`src/rtl/axi_ahb_rd_pkg.sv`:
```
package axi_ahb_rd_pkg;
  localparam logic [1:0] HT_IDLE   = 2'b00;
  localparam logic [1:0] HT_NONSEQ = 2'b10;
  localparam logic [1:0] HT_SEQ    = 2'b11;
  localparam logic [2:0] HB_SINGLE = 3'b000;
  localparam logic [2:0] HB_INCR   = 3'b001;
  localparam logic [2:0] HS_WORD   = 3'b010;
  localparam logic [1:0] AXB_FIXED = 2'b00;
  localparam logic [1:0] AXB_INCR  = 2'b01;
  localparam logic [1:0] RSP_OKAY  = 2'b00;
  localparam logic [1:0] RSP_SLV   = 2'b10;

  typedef enum logic [2:0] {
    ST_IDLE,
    ST_ADDR_LO,
    ST_ADDR_HI,
    ST_DATA_HI,
    ST_HOLD
  } pair_state_t;
endpackage

```
`src/rtl/axi_ahb_rd_addr_gen.sv`:
```
module axi_ahb_rd_addr_gen #(
  parameter int ADDR_W     = 32,
  parameter int LEN_W      = 8,
  parameter int BEAT_BYTES = 8
) (
  input  logic              clk,
  input  logic              rst,
  input  logic              load,
  input  logic              advance,
  input  logic [ADDR_W-1:0] start_addr,
  input  logic [LEN_W-1:0]  len,
  input  logic              fixed,
  output logic [ADDR_W-1:0] next_base,
  output logic              last_beat
);
  logic [ADDR_W-1:0] base_q;
  logic [LEN_W-1:0]  cnt_q;
  logic [LEN_W-1:0]  len_q;
  logic              fixed_q;

  assign next_base = fixed_q ? base_q : base_q + ADDR_W'(BEAT_BYTES);
  assign last_beat = (cnt_q == len_q);

  always_ff @(posedge clk) begin
    if (rst) begin
      base_q  <= '0;
      cnt_q   <= '0;
      len_q   <= '0;
      fixed_q <= 1'b0;
    end else if (load) begin
      base_q  <= start_addr;
      cnt_q   <= '0;
      len_q   <= len;
      fixed_q <= fixed;
    end else if (advance) begin
      base_q  <= next_base;
      cnt_q   <= cnt_q + 1'b1;
    end
  end
endmodule

```
`src/rtl/axi_ahb_rd_pair_ctrl.sv`:
```
module axi_ahb_rd_pair_ctrl
  import axi_ahb_rd_pkg::*;
#(
  parameter int ADDR_W     = 32,
  parameter int WORD_BYTES = 4
) (
  input  logic              clk,
  input  logic              rst,
  input  logic              start,
  input  logic [ADDR_W-1:0] start_addr,
  input  logic [ADDR_W-1:0] next_base,
  input  logic              last_beat,
  input  logic              beat_taken,
  input  logic              hready,
  output logic              busy,
  output logic              advance,
  output logic              cap_lo,
  output logic              cap_hi,
  output logic [ADDR_W-1:0] haddr,
  output logic [1:0]        htrans,
  output logic [2:0]        hburst
);
  pair_state_t st_q;
  logic [ADDR_W-1:0] haddr_q;
  logic [1:0]        htrans_q;
  logic [2:0]        hburst_q;

  assign busy    = (st_q != ST_IDLE);
  assign cap_lo  = (st_q == ST_ADDR_HI) && hready;
  assign cap_hi  = (st_q == ST_DATA_HI) && hready;
  assign advance = (st_q == ST_HOLD) && beat_taken && !last_beat;
  assign haddr   = haddr_q;
  assign htrans  = htrans_q;
  assign hburst  = hburst_q;

  always_ff @(posedge clk) begin
    if (rst) begin
      st_q     <= ST_IDLE;
      haddr_q  <= '0;
      htrans_q <= HT_IDLE;
      hburst_q <= HB_SINGLE;
    end else begin
      unique case (st_q)
        ST_IDLE: if (start) begin
          st_q     <= ST_ADDR_LO;
          haddr_q  <= start_addr;
          htrans_q <= HT_NONSEQ;
          hburst_q <= HB_INCR;
        end
        ST_ADDR_LO: if (hready) begin
          st_q     <= ST_ADDR_HI;
          haddr_q  <= haddr_q + ADDR_W'(WORD_BYTES);
          htrans_q <= HT_SEQ;
        end
        ST_ADDR_HI: if (hready) begin
          st_q     <= ST_DATA_HI;
          htrans_q <= HT_IDLE;
          hburst_q <= HB_SINGLE;
        end
        ST_DATA_HI: if (hready) st_q <= ST_HOLD;
        ST_HOLD: if (beat_taken) begin
          if (last_beat) begin
            st_q <= ST_IDLE;
          end else begin
            st_q     <= ST_ADDR_LO;
            haddr_q  <= next_base;
            htrans_q <= HT_NONSEQ;
            hburst_q <= HB_INCR;
          end
        end
        default: st_q <= ST_IDLE;
      endcase
    end
  end
endmodule

```
`src/rtl/axi_ahb_rd_beat_pack.sv`:
```
module axi_ahb_rd_beat_pack
  import axi_ahb_rd_pkg::*;
#(
  parameter int WORD_W = 32
) (
  input  logic                clk,
  input  logic                rst,
  input  logic                cap_lo,
  input  logic                cap_hi,
  input  logic                last_beat,
  input  logic [WORD_W-1:0]   hrdata,
  input  logic                hresp,
  input  logic                r_ready,
  output logic                r_valid,
  output logic [2*WORD_W-1:0] r_data,
  output logic [1:0]          r_resp,
  output logic                r_last,
  output logic                beat_taken
);
  logic [WORD_W-1:0] lo_q;
  logic              err_lo_q;

  assign beat_taken = r_valid && r_ready;

  always_ff @(posedge clk) begin
    if (rst) begin
      lo_q     <= '0;
      err_lo_q <= 1'b0;
      r_valid  <= 1'b0;
      r_data   <= '0;
      r_resp   <= RSP_OKAY;
      r_last   <= 1'b0;
    end else begin
      if (cap_lo) begin
        lo_q     <= hrdata;
        err_lo_q <= hresp;
      end
      if (cap_hi) begin
        r_valid  <= 1'b1;
        r_data   <= {hrdata, lo_q};
        r_resp   <= (err_lo_q || hresp) ? RSP_SLV : RSP_OKAY;
        r_last   <= last_beat;
        err_lo_q <= 1'b0;
      end else if (beat_taken) begin
        r_valid <= 1'b0;
      end
    end
  end
endmodule

```
`src/rtl/axi_ahb_rd_downsizer.sv`:
```
module axi_ahb_rd_downsizer
  import axi_ahb_rd_pkg::*;
#(
  parameter int ADDR_W = 32,
  parameter int ID_W   = 4,
  parameter int LEN_W  = 8,
  parameter int WORD_W = 32
) (
  input  logic                clk,
  input  logic                rst,
  input  logic                ar_valid,
  output logic                ar_ready,
  input  logic [ADDR_W-1:0]   ar_addr,
  input  logic [ID_W-1:0]     ar_id,
  input  logic [LEN_W-1:0]    ar_len,
  input  logic [1:0]          ar_burst,
  output logic                r_valid,
  input  logic                r_ready,
  output logic [2*WORD_W-1:0] r_data,
  output logic [ID_W-1:0]     r_id,
  output logic [1:0]          r_resp,
  output logic                r_last,
  output logic [ADDR_W-1:0]   haddr,
  output logic [1:0]          htrans,
  output logic [2:0]          hburst,
  output logic [2:0]          hsize,
  output logic                hwrite,
  input  logic [WORD_W-1:0]   hrdata,
  input  logic                hready,
  input  logic                hresp
);
  localparam int WORD_BYTES = WORD_W / 8;
  localparam int BEAT_BYTES = 2 * WORD_BYTES;

  logic              busy, start, advance, cap_lo, cap_hi, beat_taken, last_beat;
  logic [ADDR_W-1:0] next_base;
  logic [ID_W-1:0]   id_q;

  assign ar_ready = !busy;
  assign start    = ar_valid && !busy;
  assign r_id     = id_q;
  assign hsize    = HS_WORD;
  assign hwrite   = 1'b0;

  always_ff @(posedge clk) begin
    if (rst)        id_q <= '0;
    else if (start) id_q <= ar_id;
  end

  axi_ahb_rd_addr_gen #(.ADDR_W(ADDR_W), .LEN_W(LEN_W), .BEAT_BYTES(BEAT_BYTES)) u_addr (
    .clk, .rst, .load(start), .advance, .start_addr(ar_addr), .len(ar_len),
    .fixed(ar_burst == AXB_FIXED), .next_base, .last_beat
  );

  axi_ahb_rd_pair_ctrl #(.ADDR_W(ADDR_W), .WORD_BYTES(WORD_BYTES)) u_ctrl (
    .clk, .rst, .start, .start_addr(ar_addr), .next_base, .last_beat, .beat_taken,
    .hready, .busy, .advance, .cap_lo, .cap_hi, .haddr, .htrans, .hburst
  );

  axi_ahb_rd_beat_pack #(.WORD_W(WORD_W)) u_pack (
    .clk, .rst, .cap_lo, .cap_hi, .last_beat, .hrdata, .hresp, .r_ready,
    .r_valid, .r_data, .r_resp, .r_last, .beat_taken
  );
endmodule

```
`config.mk`:
```
export PLATFORM = sky130hd
export DESIGN_NAME = axi_ahb_rd_downsizer
export DESIGN_NICKNAME = d
export VERILOG_FILES = /design/src/rtl/axi_ahb_rd_pkg.sv /design/src/rtl/axi_ahb_rd_addr_gen.sv /design/src/rtl/axi_ahb_rd_pair_ctrl.sv /design/src/rtl/axi_ahb_rd_beat_pack.sv /design/src/rtl/axi_ahb_rd_downsizer.sv
export SDC_FILE = /design/constraint.sdc
export NUM_CORES = 1
export LEC_CHECK = 0
export ABC_AREA = 1
export BUFFER_PORTS_ARGS = -buffer_cell sky130_fd_sc_hd__buf_2
export CAP_MARGIN = 30
export CORE_MARGIN = 2
export CORE_UTILIZATION = 55
export DETAILED_ROUTE_END_ITERATION = 16
export MAX_ROUTING_LAYER = met4
export PLACE_DENSITY = 0.87
export SYNTH_ARGS = -nofsm -noshare
export SYNTH_HDL_FRONTEND = slang
export SYNTH_HIERARCHICAL = 1
export SYNTH_SLANG_ARGS = --single-unit
```
`constraint.sdc`:
```
create_clock -name clk -period 2.58 [get_ports clk]
set_input_delay 0.258 -clock clk [delete_from_list [all_inputs] [get_ports clk]]
set_output_delay 0.258 -clock clk [all_outputs]
set_load 0.005 [all_outputs]
```
==> results.ini <==
[critical_path]
cp.arrival_ns = 2.71
required_ns = 2.91
path_common_cell = inv_1
crit_path_max_incr_delay_ns = 0.42
crit_fanout = 16
critPathLaunchType = flip-flop
crit_path_cell_trace = inv_1 > or2_2 > nand4_1 > nor4_2 > inv_1 > nand2_1 > nand2_1 > nand2_2 > inv_1 > o21ai_0 > nor2_1
crit_path_end_kind = flip-flop
cp_top_family = simple AND/OR/NAND/NOR gates
slowest_stage = nor4_2
timing.critical_path.buf_inv = 3
crit_type = reg2reg

[place]
preCtsSetupSlack_ns = 0.262
dp_cells = 1849
place.port_buffers = 190
hpwlAfterDp_um = 19000
routabilityCongestion = 0.969

[sta]
timing.final.ws_setup_ns = 0.196
timing.final.crit_share_pct = 92.4
slew_headroom_pct = 53.3
drv_slew = 0
period_minus_slack_ns = 2.38
fmax_ghz = 0.419
setup_viol = 0
tightest_slew_ns = 0.701
hold_viol = 0
finClkSkew_ns = 0.0150

[die]
initial_utilization_pct = 56.1
num_rows = 48
pin_count = 198
dieWidth_um = 137
coreArea_um2 = 17200
die_h_um = 137
die_area_um2 = 18700

[power_and_ir_drop]
p_clk_share_pct = 27.8
netSwitchingPower_w = 0.00414
peakVddDrop_v = 0.000588
comb_power_share_pct = 33.0
power_density_nw_per_um2 = 899
netSwitchingFraction_pct = 40.7
p_int_w = 0.00604
leakagePower_nw = 5.37
sequentialPowerShare_pct = 39.3

[drt]
routed_wl_um = 27400
viasPerCell = 5.43
drtAntennaViolNets = 0
drt_iter0_drc = 808
wl_per_cell_um = 14.5
drcViolationCount = 0
drt-pass1-iter-count = 5
vias = 10200

[clock_network]
cts-buffers-inserted = 17
clock-sinks = 191
clk_pin_slew_ns = 0.09
cts_buffer_depth = 2
cts_hold_buf = 0
htreeDepth = 4
root_buffer = clkbuf_16
cts_tree = built
clk_latency_ns = 0.45

[synth]
synth_area_um2 = 9670
yosys.cell_count.top_type = nand2_1
postSynthAreaPerCell_um2 = 6.49
synthTopCellsByCount = 383 x nand2_1, 338 x nor2_1, 191 x dfxtp_1, 118 x o21ai_0, 95 x inv_1
synth-seq-area-share_pct = 39.5
ys_types = 42
synth_edf_count = 0
ys.flop_type = dfxtp_1
yosys-top-cells-area = dfxtp_1 40%, nand2_1 15%, nor2_1 13%
yosysTopAreaCell = dfxtp_1
ys_ff_latch = 191
netlist_instances = 1489
synth_warnings = 6
async_reset_ff_share_pct = 0
synth_top_area_share_pct = 39.5

[flow_run]
cap_violations = 0

[outcome]
status = completed

[global_route]
grt_first_pass_wirelength_um = 43500
grt_overflow = 0
grt_pass1_vias = 9360
grt_use_total_pct = 29.6
antenna_found_initial = 0
grt_max_degree = 68

[finish]
final_util_pct = 65.7
nFillCells = 1499
fin_cells = 1882
nets = 1730
drive_above_1_share_pct = 17.3
area_growth_pct = 17.1

[worst_hold_path]
hold_class = in2reg

==> layout make-up <==
type / instances / area [um2] / share of cell area (%)
sequential: 191 / 3820 / 33.8
antenna: 1 / 2.50 / 0.0221
inverter: 102 / 387 / 3.41
clock inverter: 15 / 228 / 2.01
clock buffer: 17 / 425 / 3.76
timing repair buffer: 208 / 1120 / 9.92
tap: 225 / 282 / 2.49
multi-input combinational: 1123 / 5050 / 44.6
==> worst register-to-register path: stages (launching register included) <==
cell	delay, ns
dfxtp_1	0.30
inv_1	0.11
or2_2	0.13
nand4_1	0.12
nor4_2	0.42
inv_1	0.11
nand2_1	0.10
nand2_1	0.12
nand2_2	0.32
inv_1	0.26
o21ai_0	0.23
nor2_1	0.06
==> power by group through the flow <==
stage,registers (W),clock network [W],logic (W)
floorplan,0.00394,0,0.00230
global placement,0.00403,0,0.00316
detailed placement,0.00404,0,0.00327
CTS,0.00398,0.00286,0.00329
global route,0.00406,0.00297,0.00376
finish,0.00400,0.00282,0.00335
==> repair_timing <==
item,4_1_cts,5_1_grt
setup buffers,0,0
gates resized for setup,0,2
endpoints found under the setup margin,0,9
==> cells by family after synthesis <==
| group | Yosys count | share of synthesized area (%) |
|---|---|---|
| simple gates | 862 | 36.7 |
| compound gates | 234 | 13.1 |
| flops | 191 | 39.5 |
| other cells | 4 | 0.155 |
| fa+ha+maj | 3 | 0.388 |
| xor+xnor | 17 | 1.54 |
| buf+inv | 178 | 8.58 |
==> sequential cells by signal (all words and copies together), names as in the netlist <==
register	flops
r_id	4
u_addr/base_q	32
u_addr/cnt_q	8
u_addr/fixed_q	1
u_addr/len_q	8
u_ctrl/haddr	32
u_ctrl/hburst	1
u_ctrl/htrans	2
u_ctrl/st_q	3
u_pack/err_lo_q	1
u_pack/lo_q	32
u_pack/r_data	64
u_pack/r_last	1
u_pack/r_resp	1
u_pack/r_valid	1
==> layer usage <==
layer	part of all wire (%)	GRT usage (%)
met1	42	36.5
met4	3.7	13.8
met5	0	-
met2	47	47.4
met3	7.4	5.07
==> path summary, 6_finish.rpt <==
check                           depth (start not counted)  slack [ns]                         start                            end
worst max register to register                         11        0.20  u_addr/cnt_q[3]$_SDFFE_PP0P_  u_ctrl/haddr[12]$_SDFFE_PP0P_
worst min register to register                          2        0.45  u_ctrl/haddr[1]$_SDFFE_PP0P_   u_ctrl/haddr[1]$_SDFFE_PP0P_
worst max-delay path                                   11        0.20  u_addr/cnt_q[3]$_SDFFE_PP0P_  u_ctrl/haddr[12]$_SDFFE_PP0P_
worst min-delay path                                    3        0.05                    hrdata[12]   u_pack/lo_q[12]$_SDFFE_PP0P_
==> through the flow <==
stage	setup TNS [ns]	total power, W	hold slack [ns]	cell area [um2]
2_1_floorplan	0	0.00624	0.320	9680
5_1_grt	-0.268	0.0108	0.0315	11300
6_report	0	0.0102	0.0458	11300
4_1_cts	0	0.0101	0.0391	11300
3_5_place_dp	0	0.00732	0.438	10700
3_3_place_gp	0	0.00719	0.432	10600
==> cells in the final DEF, fill, tap and decap left out, types with 15 or more instances in the layout <==
cell type	Yosys	layout
a21oi_1	70	70
a22oi_1	22	22
buf_2	24	190
buf_4	14	15
clkbuf_16	0	17
dfxtp_1	191	191
inv_1	95	95
nand2_1	383	383
nand3_1	77	77
nor2_1	338	334
o21ai_0	118	118
Power figures use the tool's default switching activity.
